[src/rtl/rdo_pkg.sv]
package rdo_pkg;
    // Classified command after decoding and busy gating
    typedef enum logic [1:0] {
        CMD_NONE   = 2'd0,
        CMD_LOAD   = 2'd1,
        CMD_READ   = 2'd2,
        CMD_REJECT = 2'd3
    } cmd_kind_e;
endpackage

[src/rtl/rdo_cmd_decode.sv]
module rdo_cmd_decode #(
    parameter int FN_W    = 5,
    parameter int FN_LOAD = 17,
    parameter int FN_READ = 0
) (
    input  logic                 stb,
    input  logic                 busy,
    input  logic [FN_W-1:0]      func,
    output rdo_pkg::cmd_kind_e   kind
);
    localparam logic [FN_W-1:0] LOAD_CODE = FN_W'(FN_LOAD);
    localparam logic [FN_W-1:0] READ_CODE = FN_W'(FN_READ);

    always_comb begin
        kind = rdo_pkg::CMD_NONE;
        if (stb) begin
            if (busy)                   kind = rdo_pkg::CMD_REJECT;
            else if (func == LOAD_CODE) kind = rdo_pkg::CMD_LOAD;
            else if (func == READ_CODE) kind = rdo_pkg::CMD_READ;
            else                        kind = rdo_pkg::CMD_REJECT;
        end
    end
endmodule

[src/rtl/rdo_window_timer.sv]
module rdo_window_timer #(
    parameter int LIMIT = 3750000
) (
    input  logic clk,
    input  logic rst_n,
    input  logic restart,
    output logic expired
);
    localparam int CNT_W = $clog2(LIMIT + 1);
    localparam logic [CNT_W-1:0] CNT_MAX = CNT_W'(LIMIT);

    logic [CNT_W-1:0] cnt_d, cnt_q;

    always_comb begin
        cnt_d = cnt_q;
        if (restart)             cnt_d = '0;
        else if (cnt_q < CNT_MAX) cnt_d = cnt_q + 1'b1;
    end

    // Reset value is the saturated count: no window is open after reset
    always_ff @(posedge clk or negedge rst_n) begin
        if (!rst_n) cnt_q <= CNT_MAX;
        else        cnt_q <= cnt_d;
    end

    assign expired = (cnt_q == CNT_MAX);
endmodule

[src/rtl/rdo_word_order.sv]
module rdo_word_order #(
    parameter int DATA_W   = 16,
    parameter int RIPPLE_W = 4,
    parameter int RANGE_W  = 4
) (
    input  logic [DATA_W-1:0]                  msw,
    input  logic [DATA_W-RIPPLE_W-RANGE_W-1:0] frac,
    input  logic [RIPPLE_W-1:0]                ripple,
    input  logic [RANGE_W-1:0]                 range_code,
    input  logic                               lsw_first,
    input  logic                               second,
    output logic [DATA_W-1:0]                  word
);
    logic [DATA_W-1:0] lsw;
    logic              pick_lsw;

    assign lsw      = {frac, ripple, range_code};
    assign pick_lsw = lsw_first ^ second;
    assign word     = pick_lsw ? lsw : msw;
endmodule

[src/rtl/rdo_readout_ctrl.sv]
module rdo_readout_ctrl #(
    parameter int CHANNELS    = 32,
    parameter int DATA_W      = 16,
    parameter int FN_W        = 5,
    parameter int SA_W        = 4,
    parameter int RIPPLE_W    = 4,
    parameter int RANGE_W     = 4,
    parameter int FN_LOAD     = 17,
    parameter int FN_READ     = 0,
    parameter int TIMEOUT_CYC = 3750000,
    localparam int CH_W       = $clog2(CHANNELS),
    localparam int FRAC_W     = DATA_W - RIPPLE_W - RANGE_W
) (
    input  logic                clk,
    input  logic                rst_n,
    input  logic                cmd_stb,
    input  logic [FN_W-1:0]     cmd_func,
    input  logic [SA_W-1:0]     cmd_subaddr,
    input  logic [DATA_W-1:0]   cmd_wdata,
    input  logic                scan_busy,
    input  logic                fmt_lsw_first,
    output logic [CH_W-1:0]     mem_addr,
    input  logic [DATA_W-1:0]   mem_msw,
    input  logic [FRAC_W-1:0]   mem_frac,
    input  logic [RIPPLE_W-1:0] mem_ripple,
    input  logic [RANGE_W-1:0]  mem_range,
    output logic                rsp_valid,
    output logic                rsp_x,
    output logic                rsp_q,
    output logic [DATA_W-1:0]   rsp_data
);
    localparam logic [CH_W-1:0] LAST_CH  = CH_W'(CHANNELS - 1);
    localparam logic [CH_W:0]   CHAN_LIM = (CH_W + 1)'(CHANNELS);

    typedef struct packed {
        logic [CH_W-1:0]   addr;
        logic              second;
        logic              valid;
        logic              x;
        logic              q;
        logic [DATA_W-1:0] data;
    } state_t;

    state_t             s_d, s_q;
    rdo_pkg::cmd_kind_e kind;
    logic               expired;
    logic               restart;
    logic [DATA_W-1:0]  cur_word;
    logic [CH_W-1:0]    load_ch;

    rdo_cmd_decode #(
        .FN_W    (FN_W),
        .FN_LOAD (FN_LOAD),
        .FN_READ (FN_READ)
    ) u_dec (
        .stb  (cmd_stb),
        .busy (scan_busy),
        .func (cmd_func),
        .kind (kind)
    );

    rdo_window_timer #(
        .LIMIT (TIMEOUT_CYC)
    ) u_win (
        .clk     (clk),
        .rst_n   (rst_n),
        .restart (restart),
        .expired (expired)
    );

    rdo_word_order #(
        .DATA_W   (DATA_W),
        .RIPPLE_W (RIPPLE_W),
        .RANGE_W  (RANGE_W)
    ) u_ord (
        .msw        (mem_msw),
        .frac       (mem_frac),
        .ripple     (mem_ripple),
        .range_code (mem_range),
        .lsw_first  (fmt_lsw_first),
        .second     (s_q.second),
        .word       (cur_word)
    );

    // Out-of-range channel numbers fall back to channel 0
    assign load_ch = ({1'b0, cmd_wdata[CH_W-1:0]} < CHAN_LIM) ? cmd_wdata[CH_W-1:0] : '0;

    always_comb begin
        s_d       = s_q;
        s_d.valid = 1'b0;
        s_d.x     = 1'b0;
        s_d.q     = 1'b0;
        s_d.data  = '0;
        restart   = 1'b0;
        case (kind)
            rdo_pkg::CMD_LOAD: begin
                s_d.valid  = 1'b1;
                s_d.x      = 1'b1;
                s_d.q      = 1'b1;
                s_d.addr   = load_ch;
                s_d.second = 1'b0;
                restart    = 1'b1;
            end
            rdo_pkg::CMD_READ: begin
                s_d.valid = 1'b1;
                s_d.x     = 1'b1;
                if (!expired) begin
                    s_d.q   = 1'b1;
                    s_d.data = cur_word;
                    restart = 1'b1;
                    if (s_q.second) begin
                        s_d.second = 1'b0;
                        s_d.addr   = (s_q.addr == LAST_CH) ? '0 : s_q.addr + 1'b1;
                    end else begin
                        s_d.second = 1'b1;
                    end
                end else begin
                    s_d.second = 1'b0;
                end
            end
            rdo_pkg::CMD_REJECT: begin
                s_d.valid = 1'b1;
            end
            default: ;
        endcase
    end

    always_ff @(posedge clk or negedge rst_n) begin
        if (!rst_n) s_q <= '0;
        else        s_q <= s_d;
    end

    assign mem_addr  = s_q.addr;
    assign rsp_valid = s_q.valid;
    assign rsp_x     = s_q.x;
    assign rsp_q     = s_q.q;
    assign rsp_data  = s_q.data;
endmodule

[config.mk]
export PLATFORM = sky130hd
export DESIGN_NAME = rdo_readout_ctrl
export DESIGN_NICKNAME = d
export VERILOG_FILES = /design/src/rtl/rdo_pkg.sv /design/src/rtl/rdo_cmd_decode.sv /design/src/rtl/rdo_window_timer.sv /design/src/rtl/rdo_word_order.sv /design/src/rtl/rdo_readout_ctrl.sv
export SDC_FILE = /design/constraint.sdc
export NUM_CORES = 1
export LEC_CHECK = 0
export BUFFER_PORTS_ARGS = -buffer_cell sky130_fd_sc_hd__buf_2
export CORE_MARGIN = 2
export CORE_UTILIZATION = 35
export DETAILED_ROUTE_END_ITERATION = 8
export MAX_ROUTING_LAYER = met4
export SLEW_MARGIN = 20
export SYNTH_ARGS = -nofsm -noshare
export SYNTH_HDL_FRONTEND = slang
export SYNTH_SLANG_ARGS = --single-unit
[constraint.sdc]
create_clock -name clk -period 2.4 [get_ports clk]
set_clock_uncertainty 0.1 [all_clocks]
set_input_delay 0.72 -clock clk [delete_from_list [all_inputs] [get_ports clk]]
set_output_delay 0.72 -clock clk [all_outputs]
set_load 0.01 [all_outputs]
==> qor.txt <==
Max-cap violation count - 0
Setup crit end kind - register
RSZ-0062 raised after global routing - true
Cell mode on critical path - sky130_fd_sc_hd__or4_4
Drt first-iter violations - 79
Arithmetic-cell share of the synthesized area counting full adders, half adders and majority gates - 0.03526
Layout overhead on the synthesized area - 36.17%
Library cell with the highest instance count after synthesis - sky130_fd_sc_hd__nand2_1
Highest clock rate - 376.1 MHz
Final setup violation count - 27
Total routed wirelength - 6114 µm
Count of unresolved DRC violations after routing - 0
Crit-path cells - buf_6 -> or4_4 -> o31ai_4 -> inv_1 -> ha_2 -> nand3b_1 -> o221ai_2 -> inv_2 -> or4_4 -> nand2_2
Dominant cells by area after synthesis - sky130_fd_sc_hd__dfrtp_1 37%, sky130_fd_sc_hd__dfstp_2 11%, sky130_fd_sc_hd__nand2_1 7.3%, sky130_fd_sc_hd__a21oi_1 6.4%, sky130_fd_sc_hd__or3_1 3.8%
Worst-skew pair later-pin latency - 0.31 ns
Number of flops mapped to enable cells by yosys - 0
Yosys top cell area share - 0.3728
Final global-route overflow total - 0
Final Hold Fails - 0
Syn Inst Count - 263
Row Count - 30
Failing checks - negative setup slack
Period minus WS final - 2.659 ns
Compound-cell area share of the yosys netlist - 0.1748
Average size of a mapped cell - 9.443 µm²
Vias post-DR - 2264
Fraction of layout cells with a size suffix above 1 - 0.4310
Total power draw - 1.933 mW
Largest fanout on the critical path - 5
Placeable core region - 6832 µm²
Power per Cell Area - 571.6 nW/µm²
Buffer levels on the longest clock path - 2
Via count of the first global-routing pass - 2166
Seq. cell area - 1189 µm²
Post-detailed-route via-to-cell ratio - 5.020
Diode insertion count for antenna repair - 0
Total standard cell area after synthesis - 2484 µm²
Post-synth top cells - 48 x sky130_fd_sc_hd__nand2_1, 37 x sky130_fd_sc_hd__dfrtp_1, 32 x sky130_fd_sc_hd__a21oi_1, 15 x sky130_fd_sc_hd__or3_1, 13 x sky130_fd_sc_hd__o21ai_0
Clock slew seen by the registers of the worst setup and hold paths - 0.09 ns
GPL Wtd Cong - 0.8497
Worst hold path type - in2async
I/O pin count - 86
X dimension of the die - 88.24 µm
Post-synthesis xor/xnor area fraction - 0.01411
Final setup slack of the worst path - -0.2591 ns
Antenna-violating nets left - 0
Run status - finished with violations
Crit-path max cell delay - 0.54 ns
Clock tree from TritonCTS - yes
Seq cells post-synth - 47
Quantity of hold-fixing buffers added after cts - 0
Die boundary height - 88.24 µm
Distinct cell type count after synthesis - 46
Routed length per instance - 13.56 µm
DIE AREA - 7786 µm²
Signal arrival time at the worst endpoint - 2.81 ns
Final Cycle Share - 1.108
FFs w/ async S/R, synth - 1.000
Worst path slowest cell - sky130_fd_sc_hd__or4_4
Max-Slew Margin vs Limit - 0.6347
Number of levels in the clock H-tree - 2
Mux share of post-synthesis cell area - 0.02065
Startpoint class of the critical path - input pin
Least-Margin Pin Slew - 0.5479 ns
Global-route wire length before repair - 10020 µm
Footprint of the multi-input gates - 1364 µm²
Net count of the finished layout - 423
Dominant combinational cell family by area after synthesis - simple AND/OR/NAND/NOR gates
Path type of the worst setup path - in2reg
Leakage - 1.496 nW
Final Slew Violations - 0
Drt first pass iters - 6
Global-route usage over all layers - 0.1659
Total CTS buffers - 5
Sink count of the clock tree - 47
Antenna violations before repair - 0
Pin count of the biggest net entering global routing - 27
VDD IR-drop max - 213.3 µV
Count of fill cells added during filler insertion - 668
Largest area contributor in the synthesized netlist - sky130_fd_sc_hd__dfrtp_1
Critical path data required time - 2.55 ns
Simple-gate portion of the synthesized area - 0.2403
Prevailing post-synth register cell - sky130_fd_sc_hd__dfrtp_1
Sequential cell area fraction in the yosys report - 0.4786
Detailed-placement wirelength estimate - 4310 µm
Placed Instance Area - 3073 µm²
Net count after synthesis - 332
Clock root buffer master - sky130_fd_sc_hd__clkbuf_8
Final design instance area without fill - 3382 µm²
Initial standard-cell utilization of the core - 0.3636
Synth Warn # - 0
Number of port buffers - 70
-- metrics by stage --
| step | setup TNS, ns | utilization | hold WS, ns | instances | setup WS [ns] |
|---|---|---|---|---|---|
| after floorplan | -13.66 | - | 0.3244 | 263 | -0.5760 |
| after global placement | -16.28 | 0.4498 | 0.3978 | 439 | -0.6400 |
| after detailed placement | -17.76 | 0.4498 | 0.4027 | 439 | -0.7054 |
| after CTS | -2.471 | 0.4806 | 0.3107 | 451 | -0.2358 |
| after global routing | -5.679 | 0.4951 | 0.3314 | 451 | -0.3266 |
| final | -3.712 | 0.4951 | 0.2914 | 451 | -0.2591 |
-- metal layers --
| metal | up-vias | GRT usage | share of wire |
|---|---|---|---|
| met1 | 1080 | 0.2112 | 0.44 |
| li1 | 1125 | - | - |
| met5 | - | - | 0 |
| met3 | 5 | 0.04198 | 0.048 |
| met4 | 0 | 0.03306 | 0.0052 |
| met2 | 54 | 0.2700 | 0.50 |
-- sequential cells by signal, summed over array words and instances (netlist names) --
name,flops
mem_addr,5
rsp_data,16
rsp_q,1
rsp_valid,1
rsp_x,1
s_q,1
u_win.cnt_q,22
-- worst max-delay path: cells and delay by family --
| kind | cells | cell delay, ns |
|---|---|---|
| AND/OR/NAND/NOR | 4 | 1.21 |
| AO/OA/AOI/OAI | 2 | 0.45 |
| buffers and inverters | 3 | 0.25 |
| adder cells (fa/ha/maj) | 1 | 0.18 |
-- cell usage in the layout, fill, tap and decap left out, types with 3 or more instances in the layout --
cell / netlist / final
sky130_fd_sc_hd__nand3_1: 11 / 11
sky130_fd_sc_hd__dfrtp_1: 37 / 37
sky130_fd_sc_hd__clkbuf_8: 0 / 5
sky130_fd_sc_hd__a21oi_4: 1 / 3
sky130_fd_sc_hd__buf_4: 0 / 17
sky130_fd_sc_hd__a21oi_1: 32 / 16
sky130_fd_sc_hd__nor2_4: 0 / 3
sky130_fd_sc_hd__inv_1: 9 / 8
sky130_fd_sc_hd__and3_1: 5 / 5
sky130_fd_sc_hd__dfstp_2: 10 / 10
sky130_fd_sc_hd__or4_4: 1 / 3
sky130_fd_sc_hd__mux2i_1: 4 / 3
sky130_fd_sc_hd__nand4_1: 4 / 4
sky130_fd_sc_hd__nand2_1: 48 / 47
sky130_fd_sc_hd__buf_2: 0 / 68
sky130_fd_sc_hd__o21ai_0: 13 / 9
sky130_fd_sc_hd__ha_1: 7 / 5
sky130_fd_sc_hd__buf_6: 3 / 5
sky130_fd_sc_hd__or3_1: 15 / 15
sky130_fd_sc_hd__nor2_1: 8 / 5
sky130_fd_sc_hd__o211ai_1: 3 / 3
sky130_fd_sc_hd__o21ai_1: 9 / 12
sky130_fd_sc_hd__xnor2_1: 3 / 3
sky130_fd_sc_hd__a21oi_2: 0 / 14
-- final cells by class --
| class | count | share of cell area |
|---|---|---|
| multi-input combinational | 198 | 0.4033 |
| sequential | 47 | 0.3515 |
| timing repair buffer | 93 | 0.1735 |
| tap | 96 | 0.03552 |
| clock buffer | 5 | 0.02035 |
| inverter | 9 | 0.009989 |
| clock inverter | 3 | 0.005919 |
-- worst paths after layout --
kind	from	endpoint	slack [ns]	depth (start not counted)
hold / removal	rst_n	u_win.cnt_q[1]$_DFFE_PN0P_	0.29	1
hold reg to reg	u_win.cnt_q[20]$_DFFE_PN1P_	u_win.cnt_q[20]$_DFFE_PN1P_	0.43	2
setup / recovery	scan_busy	u_win.cnt_q[16]$_DFFE_PN1P_	-0.26	10
min in group clk	u_win.cnt_q[20]$_DFFE_PN1P_	u_win.cnt_q[20]$_DFFE_PN1P_	0.43	2
setup reg to reg	u_win.cnt_q[8]$_DFFE_PN0P_	u_win.cnt_q[17]$_DFFE_PN0P_	0.16	5
max in group asynchronous	rst_n	u_win.cnt_q[5]$_DFFE_PN1P_	1.31	2
-- repair_timing --
action	4_1_cts	5_1_grt
gates resized for setup	20	24
gates cloned	1	0
setup endpoints to repair	27	27
setup buffers	3	1
pin swaps	8	10
-- kinds of logic (layout without fill, tap and decap cells) --
logic type,count (synthesis),count (layout)
buffers and inverters,18,110
xor gates and xnor gates,4,4
adders and majority gates,7,7
muxes,5,5
and+or+nand+nor,113,113
DFF,47,47
AOI/OAI and AO/OA,69,69
-- where the power goes --
group / internal, mW / total [mW] / switching, mW / leakage (nW)
Clock: 0.203 / 0.487 / 0.284 / 0.0402
Combinational: 0.234 / 0.502 / 0.268 / 0.865
Sequential: 0.873 / 0.943 / 0.0703 / 0.591
Total: 1.31 / 1.93 / 0.623 / 1.50
(Power assumes the default switching activity.)
